[src/rtl/mattr_pkg.sv]
package mattr_pkg;

    localparam int unsigned ATTR_ENTRIES = 8;
    localparam int unsigned ATTR_W       = 8;
    localparam int unsigned ATTR_IDX_W   = $clog2(ATTR_ENTRIES);
    localparam int unsigned CLASS_BIT    = 7;

    typedef enum logic [1:0] {
        CP_NONCACHE = 2'd0,
        CP_WTHRU    = 2'd1,
        CP_WBACK    = 2'd2
    } cache_pol_e;

    typedef enum logic [1:0] {
        ACC_READ  = 2'd0,
        ACC_WRITE = 2'd1,
        ACC_EXEC  = 2'd2,
        ACC_RSVD  = 2'd3
    } acc_e;

    typedef struct packed {
        logic       normal;
        cache_pol_e cache;
        logic       reorder;
        logic       rd;
        logic       wr;
        logic       xn;
        logic       ns;
    } attr_set_t;

    typedef struct packed {
        logic rd;
        logic wr;
        logic xn;
        logic ns;
    } leaf_perm_t;

    typedef struct packed {
        logic ro;
        logic xn;
        logic ns;
    } tbl_ovr_t;

    typedef struct packed {
        logic       normal;
        cache_pol_e cache;
        logic       rd;
        logic       wr;
        logic       xn;
    } s2_attr_t;

    // Two-bit policy code to policy; code 3 is folded onto write-back.
    function automatic cache_pol_e decode_cache(input logic [1:0] code);
        cache_pol_e pol;
        case (code)
            2'd0:    pol = CP_NONCACHE;
            2'd1:    pol = CP_WTHRU;
            default: pol = CP_WBACK;
        endcase
        return pol;
    endfunction

    // Less cacheable policy of two.
    function automatic cache_pol_e weaker_cache(input cache_pol_e a, input cache_pol_e b);
        return (a < b) ? a : b;
    endfunction

    // Permission check of one access type against a resolved set.
    function automatic logic perm_denied(input attr_set_t s, input acc_e acc);
        logic deny;
        case (acc)
            ACC_READ:  deny = ~s.rd;
            ACC_WRITE: deny = ~s.wr;
            ACC_EXEC:  deny = s.xn;
            default:   deny = 1'b1;
        endcase
        return deny;
    endfunction

endpackage

[src/rtl/mattr_indir_regs.sv]
module mattr_indir_regs
    import mattr_pkg::*;
#(
    parameter int unsigned ENTRIES   = ATTR_ENTRIES,
    parameter int unsigned ENTRY_W   = ATTR_W,
    parameter logic [ENTRY_W-1:0] RESET_VAL = '0,
    localparam int unsigned IDX_W    = $clog2(ENTRIES)
) (
    input  logic               clk,
    input  logic               rst,
    input  logic               we,
    input  logic [IDX_W-1:0]   waddr,
    input  logic [ENTRY_W-1:0] wdata,
    input  logic [IDX_W-1:0]   raddr,
    output logic [ENTRY_W-1:0] rdata
);

    logic [ENTRIES-1:0] hit;
    logic [ENTRY_W-1:0] mem_q [ENTRIES];

    for (genvar g = 0; g < ENTRIES; g++) begin : g_dec
        assign hit[g] = we && (int'(waddr) == g);
    end

    always_ff @(posedge clk) begin
        for (int i = 0; i < ENTRIES; i++) begin
            if (rst) begin
                mem_q[i] <= RESET_VAL;
            end else if (hit[i]) begin
                mem_q[i] <= wdata;
            end
        end
    end

    always_comb begin
        rdata = '0;
        for (int i = 0; i < ENTRIES; i++) begin
            if (int'(raddr) == i) begin
                rdata = mem_q[i];
            end
        end
    end

endmodule

[src/rtl/mattr_s1_resolve.sv]
module mattr_s1_resolve
    import mattr_pkg::*;
#(
    parameter int unsigned ENTRY_W = ATTR_W,
    parameter int unsigned NORM_B  = CLASS_BIT
) (
    input  logic [ENTRY_W-1:0] entry,
    input  leaf_perm_t         leaf,
    input  tbl_ovr_t           ovr,
    output attr_set_t          s1
);

    logic       is_normal;
    cache_pol_e pol;
    logic       unused_rsvd_bits;

    assign is_normal = entry[NORM_B];
    assign pol       = is_normal ? decode_cache(entry[1:0]) : CP_NONCACHE;

    // Reserved bits carry no meaning.
    assign unused_rsvd_bits = ^{entry, 1'b0} ^ entry[NORM_B] ^ (^entry[1:0]);

    always_comb begin
        s1         = '0;
        s1.normal  = is_normal;
        s1.cache   = pol;
        s1.reorder = is_normal;
        s1.rd      = leaf.rd;
        s1.wr      = leaf.wr & ~ovr.ro;
        s1.xn      = leaf.xn | ovr.xn;
        s1.ns      = leaf.ns | ovr.ns;
    end

endmodule

[src/rtl/mattr_s2_merge.sv]
module mattr_s2_merge
    import mattr_pkg::*;
(
    input  attr_set_t s1,
    input  s2_attr_t  s2,
    input  logic      s2_en,
    input  acc_e      acc,
    output attr_set_t res,
    output logic      fault
);

    attr_set_t  merged;
    logic       both_normal;
    cache_pol_e s2_pol;

    assign s2_pol      = s2.normal ? s2.cache : CP_NONCACHE;
    assign both_normal = s1.normal & s2.normal;

    always_comb begin
        merged         = s1;
        merged.normal  = both_normal;
        merged.cache   = both_normal ? weaker_cache(s1.cache, s2_pol) : CP_NONCACHE;
        merged.reorder = both_normal;
        merged.rd      = s1.rd & s2.rd;
        merged.wr      = s1.wr & s2.wr;
        merged.xn      = s1.xn | s2.xn;
        merged.ns      = s1.ns;
    end

    assign res   = s2_en ? merged : s1;
    assign fault = perm_denied(res, acc);

endmodule

[src/rtl/mattr_resolve_unit.sv]
module mattr_resolve_unit
    import mattr_pkg::*;
#(
    parameter int unsigned ENTRIES = ATTR_ENTRIES,
    parameter int unsigned ENTRY_W = ATTR_W,
    localparam int unsigned IDX_W  = $clog2(ENTRIES)
) (
    input  logic               clk,
    input  logic               rst,
    input  logic               cfg_we,
    input  logic [IDX_W-1:0]   cfg_addr,
    input  logic [ENTRY_W-1:0] cfg_wdata,
    input  logic               req_valid,
    input  logic [IDX_W-1:0]   req_attr_idx,
    input  logic               req_leaf_rd,
    input  logic               req_leaf_wr,
    input  logic               req_leaf_xn,
    input  logic               req_leaf_ns,
    input  logic               req_tbl_ro,
    input  logic               req_tbl_xn,
    input  logic               req_tbl_ns,
    input  logic               req_s2_en,
    input  logic               req_s2_normal,
    input  logic [1:0]         req_s2_cache,
    input  logic               req_s2_rd,
    input  logic               req_s2_wr,
    input  logic               req_s2_xn,
    input  logic [1:0]         req_acc,
    output logic               rsp_valid,
    output logic               rsp_normal,
    output logic [1:0]         rsp_cache,
    output logic               rsp_reorder,
    output logic               rsp_rd,
    output logic               rsp_wr,
    output logic               rsp_xn,
    output logic               rsp_ns,
    output logic               rsp_fault
);

    logic [ENTRY_W-1:0] sel_entry;
    leaf_perm_t         leaf;
    tbl_ovr_t           ovr;
    s2_attr_t           s2;
    attr_set_t          s1_set;
    attr_set_t          fin_set;
    logic               fin_fault;

    attr_set_t          out_q;
    logic               fault_q;
    logic               valid_q;

    assign leaf      = '{rd: req_leaf_rd, wr: req_leaf_wr, xn: req_leaf_xn, ns: req_leaf_ns};
    assign ovr       = '{ro: req_tbl_ro, xn: req_tbl_xn, ns: req_tbl_ns};
    assign s2.normal = req_s2_normal;
    assign s2.cache  = decode_cache(req_s2_cache);
    assign s2.rd     = req_s2_rd;
    assign s2.wr     = req_s2_wr;
    assign s2.xn     = req_s2_xn;

    mattr_indir_regs #(
        .ENTRIES (ENTRIES),
        .ENTRY_W (ENTRY_W)
    ) regs_i (
        .clk   (clk),
        .rst   (rst),
        .we    (cfg_we),
        .waddr (cfg_addr),
        .wdata (cfg_wdata),
        .raddr (req_attr_idx),
        .rdata (sel_entry)
    );

    mattr_s1_resolve #(
        .ENTRY_W (ENTRY_W)
    ) s1_i (
        .entry (sel_entry),
        .leaf  (leaf),
        .ovr   (ovr),
        .s1    (s1_set)
    );

    mattr_s2_merge s2_i (
        .s1    (s1_set),
        .s2    (s2),
        .s2_en (req_s2_en),
        .acc   (acc_e'(req_acc)),
        .res   (fin_set),
        .fault (fin_fault)
    );

    always_ff @(posedge clk) begin
        if (rst) begin
            valid_q <= 1'b0;
            out_q   <= '0;
            fault_q <= 1'b0;
        end else begin
            valid_q <= req_valid;
            if (req_valid) begin
                out_q   <= fin_set;
                fault_q <= fin_fault;
            end
        end
    end

    assign rsp_valid   = valid_q;
    assign rsp_normal  = out_q.normal;
    assign rsp_cache   = out_q.cache;
    assign rsp_reorder = out_q.reorder;
    assign rsp_rd      = out_q.rd;
    assign rsp_wr      = out_q.wr;
    assign rsp_xn      = out_q.xn;
    assign rsp_ns      = out_q.ns;
    assign rsp_fault   = fault_q;

endmodule

[config.mk]
export PLATFORM = sky130hd
export DESIGN_NAME = mattr_resolve_unit
export DESIGN_NICKNAME = d
export VERILOG_FILES = /design/src/rtl/mattr_pkg.sv /design/src/rtl/mattr_indir_regs.sv /design/src/rtl/mattr_s1_resolve.sv /design/src/rtl/mattr_s2_merge.sv /design/src/rtl/mattr_resolve_unit.sv
export SDC_FILE = /design/constraint.sdc
export NUM_CORES = 1
export LEC_CHECK = 0
export BUFFER_PORTS_ARGS = -buffer_cell sky130_fd_sc_hd__buf_2
export CELL_PAD_IN_SITES_DETAIL_PLACEMENT = 0
export CELL_PAD_IN_SITES_GLOBAL_PLACEMENT = 1
export CORE_MARGIN = 2
export CORE_UTILIZATION = 36
export DETAILED_ROUTE_END_ITERATION = 6
export PLACE_DENSITY = 0.81
export SETUP_SLACK_MARGIN = 0.3
export SKIP_CTS_REPAIR_TIMING = 1
export SLEW_MARGIN = 10
export SYNTH_ARGS = -nofsm -noshare
export SYNTH_HDL_FRONTEND = slang
export SYNTH_SLANG_ARGS = --single-unit
[constraint.sdc]
create_clock -name clk -period 2.2 [get_ports clk]
set_input_delay 0.22 -clock clk [delete_from_list [all_inputs] [get_ports clk]]
set_output_delay 0.22 -clock clk [all_outputs]
set_load 0.05 [all_outputs]
# --- Word level (Yosys, flattened, before mapping) ---
# Memories as Yosys holds them, arrays and structs flattened.
# Index checks and enable logic that the tools add are counted.
classes:
  order_cmp: 1
  n_eq_ne: 18
  mux: 50
  n_bitwise: 18
  n_reduce_logical: 13
op_table:
  columns: ["operator", "count"]
  rows:
  - ["2-to-1 mux 8 bit", 17]
  - ["2-to-1 mux 1 bit", 26]
  - ["equality test 3 bit (second input constant)", 8]
  - ["equality test 3 x 2 -> 1 bit (second input constant)", 4]
  - ["OR 1 bit", 11]
  - ["logical AND 1 bit", 8]
  - ["2-to-1 mux 2 bit", 4]
  - ["one-hot mux 2 bit (2 select lines)", 2]
  - ["equality test 2 x 1 -> 1 bit (second input constant)", 3]
  - ["equality test 3 x 1 -> 1 bit (second input constant)", 2]
  - ["zero test 2 bit", 3]
  - ["zero test 3 bit", 2]
  - ["AND 1 bit", 4]
  - ["inverter 1 bit", 3]
  - ["one-hot mux 1 bit (3 select lines)", 1]
  - ["equality test 2 bit (second input constant)", 1]
  - ["< comparator 2 bit", 1]
totals:
  ff_bits: 10
  ram_bits: 64
  inputBits: 34
  out_inout_bits: 10
  wordCells: 110
  mem_count: 1
mem_list:
  columns: ["name", "depth", "word_bits", "rd", "rd_ports_with_merged_regs", "write_ports", "line", "text"]
  rows:
  - ["regs_i.mem_q", 8, 8, 8, 0, 8, "mattr_indir_regs.sv:19", "logic [ENTRY_W-1:0] mem_q [ENTRIES];"]

# --- Longest topological paths before layout ---
# Gate-level depths: netlist of the first run.
logic_depth:
  ltp_word: 18
  ltp_mapped: 11
  ltp_nobuf: 9

# --- Modules after synthesis ---
# From an unflattened synthesis of the first run, not the netlist that was laid out.
unflattened:
  cells_unflattened: 265
  hier_area_um2: 3602.2
modules_own_cells:
  columns: ["mod", "n_inst", "cells_per_inst", "area_per_inst_um2"]
  rows:
  - ["mattr_indir_regs", 1, 195, 2987.9]
  - ["mattr_resolve_unit", 1, 33, 356.6]
  - ["mattr_s2_merge", 1, 29, 201.4]
  - ["mattr_s1_resolve", 1, 8, 56.3]

# --- Worst setup path before layout of the first run ---
# No wires, ideal clock.
synth_timing:
  path_type: "input port to flip-flop"
  from: "input req_attr_idx[2]"
  to: "register out_q (netlist bit rsp_cache[0])"
  setup_ns: 0.066
  arrival_ns: 2.136
  path_slack_ns: -0.002
  cell_stages: 10
  cell_sequence: "buf_6 mux2i_1 mux4_2 a31o_1 nor3_1 ha_1 nor2_1 o21ai_0 a211oi_2 a2bb2oi_2"
synth_between:
  elab_chain_len: 16
  elab_cells_between_ends: 25
synth_rtl:
  columns: ["element", "line", "text"]
  rows:
  - ["start, declared", "mattr_resolve_unit.sv:14", "input logic [IDX_W-1:0] req_attr_idx,"]
  - ["zero test 3 bit", "mattr_indir_regs.sv:38", "if (int'(raddr) == i) begin"]
  - ["2-to-1 mux 8 bit (7 in a row)", "mattr_indir_regs.sv:38", null]
  - ["2-to-1 mux 8 bit *", "mattr_indir_regs.sv:38", null]
  - ["equality test 2 x 1 -> 1 bit or zero test 2 bit (tied branches)", "mattr_pkg.sv:55", "case (code)"]
  - ["one-hot mux 2 bit (2 select lines)", "mattr_pkg.sv:55", null]
  - ["2-to-1 mux 2 bit", "mattr_s1_resolve.sv:18", "assign pol = is_normal ? decode_cache(entry[1:0]) : CP_NONCACHE;"]
  - ["< comparator 2 bit", "mattr_pkg.sv:65", "return (a < b) ? a : b;"]
  - ["2-to-1 mux 2 bit", "mattr_pkg.sv:65", null]
  - ["2-to-1 mux 2 bit", "mattr_s2_merge.sv:22", "merged.cache = both_normal ? weaker_cache(s1.cache, s2_pol) : CP_NONCACHE;"]
  - ["2-to-1 mux 8 bit *", "mattr_s2_merge.sv:30", "assign res = s2_en ? merged : s1;"]
  - ["end signal, assigned", "mattr_resolve_unit.sv:99", "out_q <= fin_set;"]
  - ["end, declared", "mattr_resolve_unit.sv:48", "attr_set_t out_q;"]
# Every way passes the cells marked *; elsewhere a longest branch is shown, timed or not.
# A chain may end at the register's enable or synchronous reset.

==> impl_metrics.yaml, run 1 <==
final_layout:
  layout_commonest_cell: "buf_2"
  drive_gt1_frac: 0.273
  fin_util: 0.452
  fin_nets: 244
  area_delta_synth_final_pct: 20.8
  ff_latch_area_sq_um: 901
  fillCellCount: 476
  layout_common_cells: "buf_2 (38), and2_1 (25), edfxtp_1 (24), nor2_1 (16), nand2b_1 (12)"
  multi_input_area_sq_um: 816
  diodes: 0
global_routing:
  gr-total-overflow: 0
  grt_pass1_vias: 1204
  track_usage: 0.140
  antenna_found_initial: 0
  grt_max_degree: 19
  grt_pass1_wl_um: 5720
sta:
  min_period_ns: 2.10
  setup_slack_ns: 0.101
  drv_slew: 0
  setup_viol: 0
  grt_setup_unrepaired: "true"
  finalHoldViolCount: 0
  slew-limit-headroom: 0.767
  timing.fmax_ghz: 0.476
  finalCritPeriodShare: 0.954
  clock_skew_ns: 0.00833
  tightest_slew_ns: 0.347
clock_network:
  cts_buffer_depth: 2
  cts_buffers: 5
  clk_latency_ns: 0.28
  clkSlewWorstSetupHoldPaths_ns: 0.07
  cts_tree: "yes"
  htreeDepth: 2
  cts_root_buf: "clkbuf_8"
  clock_sinks: 33
place:
  place_ws_ns: -0.0145
  dpl.hpwl_um: 2800
  port_buffers: 38
  place_congestion: 0.774
yosys:
  yosysWarningCount: 0
  synth_nets: 203
  syn_area_per_cell_sq_um: 10.7
  yosysSeqAreaShare: 0.506
  yosysTopAreaCell: "edfxtp_1"
  synth_area_sq_mm: 0.00178
  synthTopCellsByArea: "edfxtp_1 (40%), dfxtp_1 (10%), and2_1 (8.8%), nand2b_1 (4.2%), nor2_1 (3.4%)"
  ys_types: 41
  ys_seq_elements: 33
  synthCells: 167
  synth_top_area_share: 0.405
detailed_routing:
  dr.pass1.iters: 4
  vias: 1311
  drtAntennaViolNets: 0
  routed_wl_um: 3530
  drc: 0
  wl_per_cell_um: 12.8
  drt_iter0_drc: 65
  post_drt_via_cell_ratio: 4.75
critical_path:
  cp.arrival_ns: 2.32
  cp_max_fo: 2
  cp.required_ns: 2.42
  start_kind: "flop"
  critPathCaptureType: "flop"
  crit_type: "flop to flop"
floorplan:
  die_area_sq_mm: 0.00552
  die_h_um: 74.3
  coreArea_sq_mm: 0.00475
  die-width_um: 74.3
  start_util: 0.374
  ios: 44
  rows: 25
flow_run:
  drv_cap: 0
run_status:
  status: "finished, final reports clean"
hold_path:
  min_path_type: "input pin to flop"
power:
  power_density_mw_per_mm2: 687
  ir_worst_vdd_mv: 0.364
  leakage_nw: 0.880
## metal layers
layer | GRT usage | vias up | routed length, um
li1 | - | 681 | -
met1 | 0.186 | 604 | 1640
met2 | 0.219 | 24 | 1760
met3 | 0.0244 | 2 | 82
met4 | 0.0714 | 0 | 40
met5 | 0 | - | 0
## worst max-delay path, stage by stage, from the launching register on
cell	delay (ns)
edfxtp_1	0.36
mux2i_1	0.08
mux4_2	0.48
a31o_1	0.22
nor3_2	0.15
ha_1	0.26
nor2_1	0.09
o21ai_1	0.07
a211oi_2	0.20
a2bb2oi_2	0.13
## report_power, final
group,total [W],switching [W],internal [W]
logic,0.000225,0.000137,0.0000886
registers,0.000720,0.0000143,0.000706
clock network,0.000533,0.000210,0.000323
## logic make-up after synthesis
logic type / count (synthesis) / share of synthesized area
fa+ha+maj: 2 / 0.0141
simple gates: 74 / 0.233
mux: 7 / 0.0478
compound gates: 38 / 0.161
flops: 33 / 0.506
buf+inv: 13 / 0.0386
## synthesized netlist by cell type (all sizes together)
library cell and count:
nor3 3, a221o 1, inv 5, dfxtp 9
a211o 1, ha 2, o21a 1, a21oi 5
nand3b 2, clkbuf 4, o31ai 1, buf 4
mux2i 4, o21bai 7, a21o 2, a2bb2oi 1
nand2 7, a211oi 4, or2 1, nand4b 2
nor2b 2, nor2 16, a222oi 1, mux4 1
nand3 1, and2 25, nor3b 2, mux2 2
nand2b 12, and4b 1, edfxtp 24, o21ai 5
a31o 2, o32ai 1, o211ai 3, a41oi 1
a22o 2
## area by class of cell
type,instances,share of cell area
clock buffer,8,0.0518
inverter,5,0.00873
multi-input combinational,121,0.379
sequential,33,0.419
tap,67,0.0390
timing repair buffer,42,0.102
## registers in the layout (all words and copies together) (netlist names)
| name | flops |
|---|---|
| rsp_rd | 1 |
| rsp_valid | 1 |
| rsp_ns | 1 |
| rsp_fault | 1 |
| rsp_cache | 2 |
| rsp_reorder | 1 |
| rsp_wr | 1 |
| regs_i.mem_q | 24 |
| rsp_xn | 1 |
## path summary, 6_finish.rpt
check | slack (ns) | end | cells past startpoint | startpoint
worst max-delay path | 0.10 | rsp_cache[0] | 9 | regs_i.mem_q[1][15]
worst min-delay path | 0.21 | rsp_wr | 3 | req_tbl_ro
worst max register to register | 0.10 | rsp_cache[0] | 9 | regs_i.mem_q[1][15]
worst min register to register | 0.47 | rsp_fault | 2 | rsp_fault
## through the flow
step                      instance area, sq um  total power [W]  hold slack, ns  cells  setup TNS (ns)
final                                     2150          0.00148           0.215    276               0
after global routing                      2150          0.00155           0.238    276          -0.126
after CTS                                 2150          0.00150           0.202    276               0
after detailed placement                  2040         0.000962           0.466    268         -0.0145
after global placement                    2040         0.000959           0.457    268               0
after floorplan                           1790         0.000882           0.391    167               0
Note: power is estimated with default switching activity, not from simulation.
==> run 2, diff against run 1 <==
--- a/config.mk
+++ b/config.mk
@@ -9,9 +9,12 @@
 export CELL_PAD_IN_SITES_DETAIL_PLACEMENT = 0
 export CELL_PAD_IN_SITES_GLOBAL_PLACEMENT = 1
 export CORE_MARGIN = 2
-export CORE_UTILIZATION = 36
+export CORE_UTILIZATION = 38
+export CTS_BUF_LIST = sky130_fd_sc_hd__clkbuf_2
+export CTS_CLUSTER_SIZE = 8
 export DETAILED_ROUTE_END_ITERATION = 6
-export PLACE_DENSITY = 0.81
+export GPL_TIMING_DRIVEN = 0
+export PLACE_DENSITY = 0.85
 export SETUP_SLACK_MARGIN = 0.3
 export SKIP_CTS_REPAIR_TIMING = 1
 export SLEW_MARGIN = 10
==> impl_metrics.yaml, run 2 (same netlist as run 1, synthesis figures left out) <==
run_status:
  status: "finished with violations"
  violations: "setup timing"
critical_path:
  worst_path_max_delay_cell: "mux4_2"
  reg2reg_from: "regs_i.mem_q[1][7]"
  critPathCaptureType: "flop"
  path_cells: "mux2i_1, mux4_2, a31o_4, nor3_4, ha_1, nor2_1, o21ai_1, a211oi_2, a2bb2oi_2"
  crit_type: "flop to flop"
  rrSetupSlack_ns: -0.007
  cp.arrival_ns: 2.50
  max_stage_delay_ns: 0.48
  start_kind: "flop"
  reg2reg_to: "rsp_cache[0]"
  rr_worst_depth: 9
  cp.required_ns: 2.50
  cp_max_fo: 2
final_layout:
  design_area_sq_mm: 0.00211
  diodes: 0
  drive_gt1_frac: 0.280
  largest_reg_flops: 24
  layout_commonest_cell: "buf_2"
  fin_nets: 249
  layout_common_cells: "buf_2 (37), and2_1 (25), edfxtp_1 (24), nor2_1 (16), nand2b_1 (12)"
  instances_no_fill: 266
  largest-register: "regs_i.mem_q"
  area_delta_synth_final_pct: 18.5
place:
  place_area_sq_mm: 0.00203
  port_buffers: 36
  place_congestion: 0.786
  dpl.hpwl_um: 2970
  post-place-cells: 255
detailed_routing:
  routed_wl_um: 3820
  post_drt_via_cell_ratio: 5.05
  wl_per_cell_um: 14.3
  vias: 1342
  dr.pass1.iters: 4
  drtAntennaViolNets: 0
  drt_iter0_drc: 76
  drc: 0
sta:
  slew-limit-headroom: 0.707
  clock_skew_ns: 0.0260
  timing.fmax_ghz: 0.453
  finalCritPeriodShare: 1.00
  tightest_slew_ns: 0.440
  drv_slew: 0
  min_period_ns: 2.21
  timing.setup.tns_ns: -0.00697
  hold_ws_ns: 0.132
  setup_viol: 1
  setup_slack_ns: -0.00697
  grt_setup_unrepaired: "true"
  finalHoldViolCount: 0
global_routing:
  antenna_found_initial: 0
  gr-total-overflow: 0
  grt_pass1_vias: 1357
  track_usage: 0.158
  grt_pass1_wl_um: 6280
  grt_max_degree: 11
floorplan:
  die_h_um: 72.5
  coreArea_sq_mm: 0.00444
  start_util: 0.401
  rows: 24
  die-width_um: 72.5
  ios: 44
  die_area_sq_mm: 0.00525
clock_network:
  clock_sinks: 33
  clkSlewWorstSetupHoldPaths_ns: 0.18
  cts_tree: "yes"
  cts_root_buf: "clkbuf_2"
  cts_buffers: 5
  clk_latency_ns: 0.37
  htreeDepth: 2
  cts_buffer_depth: 2
power:
  leakage_nw: 0.870
  switching_share: 0.284
  intPower_w: 0.000890
  pwr-share-clk: 0.224
  power_density_mw_per_mm2: 589
  ir_worst_vdd_mv: 0.274
  pwr-share-comb: 0.196
  total_power_w: 0.00124
  switchingPower_w: 0.000354
  pwr-share-seq: 0.580
hold_path:
  min-delay-start: "req_tbl_ro"
  min_path_type: "input pin to flop"
  holdPathStages: 3
  hold_end: "rsp_wr"
flow_run:
  drv_cap: 0
==> run 2: worst max path at each step <==
stage,to,startpoint,slack (ns),cells past startpoint
after floorplan,rsp_cache[0],req_attr_idx[2],0.17,11
after global placement,rsp_cache[0],req_attr_idx[0],-0.12,10
after detailed placement,rsp_cache[0],req_attr_idx[0],-0.15,10
after CTS,rsp_cache[0],regs_i.mem_q[1][1],-0.11,9
after global routing,rsp_cache[0],regs_i.mem_q[1][15],-0.11,9
final,rsp_cache[0],regs_i.mem_q[1][7],-0.007,9
==> run 2: layout make-up <==
| cell class | count | area (sq um) |
|---|---|---|
| inverters | 5 | 18.8 |
| multi-input cells | 121 | 833 |
| flip-flops and latches | 33 | 901 |
| well taps | 52 | 65.1 |
| fillers | 431 | 2330 |
| clock buffers | 7 | 35.0 |
| plain buffers | 8 | 50.0 |
| repair buffers | 39 | 203 |
| clock inverters | 1 | 3.75 |
==> run 2: critical path, delay by kind of cell, from the launching register on <==
kind | cells | cell delay [ns]
compound gates | 4 | 0.68
mux | 2 | 0.56
fa+ha+maj | 1 | 0.25
simple gates | 2 | 0.26
flops | 1 | 0.38
==> run 2: power groups by stage <==
| stage | sequential (W) | clock [W] | combinational (W) |
|---|---|---|---|
| after CTS | 0.000721 | 0.000290 | 0.000228 |
| after detailed placement | 0.000736 | 0 | 0.000226 |
| after global placement | 0.000734 | 0 | 0.000223 |
| final | 0.000721 | 0.000279 | 0.000244 |
| after floorplan | 0.000762 | 0 | 0.000120 |
| after global routing | 0.000726 | 0.000310 | 0.000267 |
==> run 2: per-layer routing <==
layer / up-vias / share of wire / GRT usage
li1: 693 / - / -
met1: 625 / 0.45 / 0.198
met2: 18 / 0.50 / 0.264
met3: 6 / 0.025 / 0.0319
met4: 0 / 0.018 / 0.0679
met5: - / 0 / 0
==> run 2: metrics by stage <==
stage	setup slack, ns	util
floorplan	0.169	-
global placement	-0.116	0.457
detailed placement	-0.151	0.457
CTS	-0.110	0.466
global route	-0.105	0.475
finish	-0.00697	0.475
